$ cat config.mk
export PLATFORM = sky130hd
export DESIGN_NAME = vsync_bit_streamer
export DESIGN_NICKNAME = d
export VERILOG_FILES = /design/src/rtl/vsync_bit_streamer.sv
export SDC_FILE = /design/constraint.sdc
export NUM_CORES = 1
export LEC_CHECK = 0
export BUFFER_PORTS_ARGS = -buffer_cell sky130_fd_sc_hd__buf_2
export CAP_MARGIN = 20
export CORE_MARGIN = 1.5
export CORE_UTILIZATION = 50
export DETAILED_ROUTE_END_ITERATION = 10
export HOLD_SLACK_MARGIN = 0.05
export PLACE_DENSITY_LB_ADDON = 0.1
export SLEW_MARGIN = 20
export SYNTH_ARGS = -nofsm -noshare
export SYNTH_HDL_FRONTEND = slang
export SYNTH_SLANG_ARGS = --single-unit
export TNS_END_PERCENT = 20
$ cat constraint.sdc
create_clock -name clk -period 2.7 [get_ports clk]
set_input_delay 0.54 -clock clk [delete_from_list [all_inputs] [get_ports clk]]
set_output_delay 0.54 -clock clk [all_outputs]
set_load 0.005 [all_outputs]
$ cat src/rtl/vsync_bit_streamer.sv
module vsync_bit_streamer #(
  parameter int ADDR_W      = 7,
  parameter int DATA_W      = 8,
  parameter int SYNC_EDGES  = 9
) (
  input  logic              clk,
  input  logic              rst_n,
  input  logic              vclk_in,
  input  logic              restart,
  input  logic              out_en,
  output logic              rd_en,
  output logic [ADDR_W-1:0] rd_addr,
  input  logic [DATA_W-1:0] rd_data,
  output logic              sda_low
);
  localparam int SLOT_W    = $clog2(DATA_W + 1);
  localparam int CNT_W     = $clog2(SYNC_EDGES + 1);
  localparam int NULL_SLOT = DATA_W;

  logic [2:0]        vs;
  logic [CNT_W-1:0]  sync_cnt;
  logic              live;
  logic [SLOT_W-1:0] slot;
  logic [DATA_W-1:0] sh;
  logic [DATA_W-1:0] byte_q;
  logic              rd_pend;

  wire rise    = vs[1] & ~vs[2];
  wire step    = rise & out_en;
  wire in_null = (slot == SLOT_W'(NULL_SLOT));

  always_ff @(posedge clk) begin
    if (!rst_n) begin
      vs       <= '1;
      sync_cnt <= '0;
      live     <= 1'b0;
      slot     <= SLOT_W'(NULL_SLOT);
      sh       <= '0;
      byte_q   <= '0;
      rd_en    <= 1'b0;
      rd_addr  <= '0;
      rd_pend  <= 1'b0;
    end else begin
      vs      <= {vs[1:0], vclk_in};
      rd_en   <= 1'b0;
      rd_pend <= rd_en;
      if (rd_pend) byte_q <= rd_data;
      if (restart) begin
        live    <= 1'b1;
        slot    <= SLOT_W'(NULL_SLOT);
        rd_en   <= 1'b1;
        rd_addr <= '0;
      end else if (step) begin
        if (!live) begin
          sync_cnt <= sync_cnt + 1'b1;
          if (sync_cnt == CNT_W'(SYNC_EDGES - 1)) begin
            live    <= 1'b1;
            slot    <= SLOT_W'(NULL_SLOT);
            rd_en   <= 1'b1;
            rd_addr <= '0;
          end
        end else if (in_null) begin
          slot <= '0;
          sh   <= byte_q;
        end else begin
          slot <= slot + 1'b1;
          sh   <= sh << 1;
          if (slot == SLOT_W'(DATA_W - 1)) begin
            rd_en   <= 1'b1;
            rd_addr <= rd_addr + 1'b1;
          end
        end
      end
    end
  end

  assign sda_low = out_en & live & ~in_null & ~sh[DATA_W-1];
endmodule

Yosys cells after proc, flatten, opt, wreduce, memory -nomap -nowiden
Cells that the tools add are included.

operators by class
  add/sub/neg operators = 3
  equal/unequal tests = 5
  mux-type cells = 17
  bitwise gates (word level) = 11
  reduce and logical (&&, ||, !) cells = 7

operator list
  operator                                       count
  2-to-1 mux 7 bit                               4
  2-to-1 mux 4 bit                               3
  2-to-1 mux 1 bit                               9
  adder 4 x 1 -> 4 bit, second input constant    2
  == test 4 bit, second input constant           2
  2-to-1 mux 8 bit                               1
  adder 7 x 1 -> 7 bit, second input constant    1
  NOT 1 bit                                      6
  AND reduction 3 bit                            2
  bitwise AND 1 bit                              5
  == test 4 x 3 -> 1 bit, second input constant  1
  AND reduction 4 bit                            1
  nonzero test 2 bit                             2
  != test 2 x 1 -> 1 bit, second input constant  1
  != test 2 bit, second input constant           1
  AND reduction 2 bit                            1
  OR reduction 2 bit                             1

word-level totals
  flip-flop bits (word level) = 37
  input bits = 13
  output and inout bits = 9

Depth between registers and ports, before layout
  depth after elaboration = 6
  gate-level depth with buffers = 7
  gate-level depth less buffers = 6

Least setup slack after synthesis
Ideal clock, no wire load.

  path kind = flip-flop to output port
  from = register slot[0]
  to = output port sda_low
  arrival time = 1080 ps
  required time = 2160 ps
  setup slack = 1080 ps
  stages on the path, launching flop included = 6
  buffers on the path = 0
  cell sequence = dfxtp_1 > inv_1 > ha_1 > nand3b_2 > nand2_1 > nor3b_1

on the way
  longest elaborated chain between the ends = 4

ends and longest elaborated chain
  element                          RTL line  text
  start: declaration               23        logic [SLOT_W-1:0] slot;
  start signal: assignment         37        slot <= SLOT_W'(NULL_SLOT);
  start signal: assignment         50        slot <= SLOT_W'(NULL_SLOT);
  start signal: assignment         58        slot <= SLOT_W'(NULL_SLOT);
  == test 4 bit                    30        wire in_null = (slot == SLOT_W'(NULL_SLOT));
  NOT 1 bit                        77        assign sda_low = out_en & live & ~in_null & ~sh[DATA_W-1];
  bitwise AND 1 bit (2 in series)  77
  end: declaration                 14        output logic sda_low

Every way passes these cells.

Worst setup path after layout
Same ends and word-level chain as after synthesis.

==> results by group <==
Status
  – Outcome: completed

STA
  – Hold Violations, Final: 0
  – Slew at the pin with the worst max-slew slack: 0.529 ns
  – Clock period minus worst slack: 2.24 ns
  – Max Clk Rate: 0.446 GHz
  – Post-route worst setup slack: around 0.46 ns
  – Number of pins exceeding their max-slew limit in the final report: 0
  – Remaining max-slew budget at the tightest pin: 64.7%
  – # setup viols final: 0
  – Post-Route Setup TNS: 0 ns
  – Clock skew: 0.00667 ns
  – Crit share post-route: around 83%
  – Unrepaired setup endpoints after global routing: false

Clocking
  – CTS tree: yes
  – Worst-path clk slew: 0.11 ns
  – Root buf cell: sky130_fd_sc_hd__clkbuf_4
  – Maximum level of the CTS H-tree: 2
  – Clk sink count: 37
  – Number of CTS-inserted buffers: 5
  – Maximum number of buffers from clock root to sink: 2
  – Setup fix buffers added after clock tree synthesis: 0
  – Post-CTS Resized: 0
  – Number of buffers added to fix hold violations after cts: 0
  – Clock insertion delay at the later pin of the skew report: 0.35 ns

Synthesis
  – Avg Cell Area, Syn: 9.65 sq um
  – Sequential element share of the synthesized area: between 40% and 50%
  – Post-synth top flop: sky130_fd_sc_hd__dfxtp_1
  – Area share of the largest cell type after synthesis: a little over two fifths
  – Proportion of synthesized flip-flops having asynchronous set or reset: 0%
  – EDFF count, synth: 0
  – Unique masters post-synth: 41
  – Number of nets in the synthesized netlist: around 200
  – Flip-flop and latch count after synthesis: 37
  – Yosys top cell by area: sky130_fd_sc_hd__dfxtp_1
  – Cells after Synth: 179
  – Area of the mapped netlist: 1730 sq um
  – Total of warnings raised by yosys: 0
  – Top area cells in the synthesized netlist: sky130_fd_sc_hd__dfxtp_1 43%, sky130_fd_sc_hd__mux2i_1 5.2%, sky130_fd_sc_hd__nor2_1 4.6%

Global route
  – Maximum number of pins on one net before global-route repair: 17
  – Residual overflow from global routing: 0
  – Via count of the first global-routing pass: ~1,200
  – Tot GR Track Use: 18.2%
  – Initial antenna violation count: 0
  – Wire length of the first global-routing pass: 5.04 mm

Cells and area
  – Layout fillers: 329
  – Share of cells above drive strength 1: a little over a fifth
  – Leading cell type in the layout, fill and taps excluded: sky130_fd_sc_hd__dfxtp_1
  – Fraction of the core area covered by cells at the end of the flow: just under 60%
  – Total number of nets in the final design: 217
  – Inserted Diodes: 0
  – Commonest cells after routing, fill and taps aside: 37 x sky130_fd_sc_hd__dfxtp_1, 21 x sky130_fd_sc_hd__nor2_1, 21 x sky130_fd_sc_hd__buf_2
  – Growth of design area from synthesis to finish: 11.4%

Min path
  – Worst min path class: primary input to register
  – Hold-critical path depth: 2

Floorplanning
  – Floorplan Core Area: 3340 sq um
  – Initial Util: 51.8%
  – Die width: 61.8 um
  – Top Ports: 22
  – Die Y-Extent: 61.8 um
  – FP Rows: 21
  – Die Area: 3820 sq um

Setup path
  – Critical Path Sink Type: output port
  – Largest stage delay on the critical path: 0.41 ns
  – Largest driver fanout on the critical path: 9
  – Worst r2r path cells: 4
  – Critical path startpoint category: register
  – Number of buffers and inverters on the critical path: 2
  – Critical path's top delay family: simple AND/OR/NAND/NOR gates
  – Worst path slowest cell: sky130_fd_sc_hd__dfxtp_1
  – Req. time, crit path: between 2 and 2.5 ns
  – Ordered list of cells on the worst path: inv_1 > ha_1 > nand3b_2 > nand2_1 > nor3b_1 > buf_2
  – Worst EP arrival: about 1.7 ns
  – Logic depth of the worst setup path including buffers: 6
  – Crit Path Category: register to output port

Route
  – Detailed Routing Iterations Pass 1: 4
  – Count of unresolved DRC violations after routing: 0
  – Avg WL per Cell: 12.7 um
  – Number of DRC markers in iteration 0: 43
  – Via count: 1,313
  – Total detailed-routing wirelength: between 3 and 4 mm
  – DR vias/cell: 5.34
  – Remaining antenna violation count: 0

Run
  – Max-capacitance violation count: 0

Pwr
  – Power density cells: 530 nW/um^2
  – Leakage dissipation: 0.711 nW
  – Worst vdd rail ir drop: 349 uV

Placement
  – Count of input and output buffers: 21
  – Final weighted congestion of routability-driven global placement: 0.826
  – Worst slack at placement: 0.834 ns
  – Half-perimeter wire length of the detailed placement result: around 2.2 mm
[state kept, by name (all words and copies together) (netlist names)]
signal    count
byte_q        8
sh            8
rd_addr       7
slot          4
sync_cnt      4
vs            3
live          1
rd_en         1
rd_pend       1
[where the power goes]
part	switching [mW]	total, mW	internal [mW]
clock	0.191	0.411	0.220
combinational	0.0234	0.0433	0.0200
sequential	0.0104	0.565	0.555
[Yosys cell counts, types with 2 or more instances]
library cell               number
sky130_fd_sc_hd__dfxtp_1       37
sky130_fd_sc_hd__nor2_1        21
sky130_fd_sc_hd__nand2_1       18
sky130_fd_sc_hd__a21oi_1       10
sky130_fd_sc_hd__mux2i_1        9
sky130_fd_sc_hd__nand3_1        7
sky130_fd_sc_hd__nand2b_1       6
sky130_fd_sc_hd__nor2b_1        6
sky130_fd_sc_hd__a311oi_1       5
sky130_fd_sc_hd__a311oi_2       5
sky130_fd_sc_hd__ha_1           5
sky130_fd_sc_hd__inv_1          5
sky130_fd_sc_hd__and3_1         3
sky130_fd_sc_hd__and3b_1        3
sky130_fd_sc_hd__buf_6          3
sky130_fd_sc_hd__clkbuf_1       3
sky130_fd_sc_hd__a211oi_1       2
sky130_fd_sc_hd__a41oi_1        2
sky130_fd_sc_hd__and2_1         2
sky130_fd_sc_hd__buf_2          2
sky130_fd_sc_hd__nor2_4         2
sky130_fd_sc_hd__nor3_1         2
sky130_fd_sc_hd__o21a_1         2
sky130_fd_sc_hd__xor2_1         2
[path summary, 6_finish.rpt]
path / start / endpoint / slack [ns]
max reg2reg: live$_SDFFE_PN0P_ / sh[1]$_SDFFE_PN0P_ / 1.02
min reg2reg: vs[0]$_SDFF_PN1_ / vs[1]$_SDFF_PN1_ / 0.44
min: vclk_in / vs[0]$_SDFF_PN1_ / 0.36
max: slot[0]$_SDFFE_PP0P_ / sda_low / 0.46
[layout make-up]
type                            count  area (sq um)  area share (%)
Multi-Input combinational cell    129           913            47.5
Clock inverter                      2          37.5            1.95
Clock buffer                        6          51.3            2.67
Tap cell                           46          57.6            2.99
Inverter                            5          18.8           0.975
Sequential cell                    37           741            38.5
Timing Repair Buffer               21           105            5.46
[stage by stage]
step	instances	hold WS (ns)	area [sq um]	total power, mW
4_1_cts	246	0.349	1920	1.03
2_1_floorplan	179	0.386	1730	0.606
5_1_grt	246	0.362	1920	1.06
3_5_place_dp	238	0.405	1840	0.622
6_report	246	0.358	1920	1.02
3_3_place_gp	238	0.388	1840	0.620
[per-layer routing]
layer	vias to the layer above	part of all wire, %	track usage [%]
li1	675	-	-
met1	618	45	21.4
met2	12	51	31.0
met3	8	2.6	4.97
met4	0	1.9	8.21
met5	-	0	0
[kinds of logic after synthesis]
kind of cell | share of synthesized area [%]
and+or+nand+nor | 25.0
DFF | 42.9
AOI/OAI and AO/OA | 17.5
buffers and inverters | 4.27
muxes | 5.21
adders and majority gates | 3.62
xor gates and xnor gates | 1.52
No activity file was read; power rests on OpenSTA's default activity.
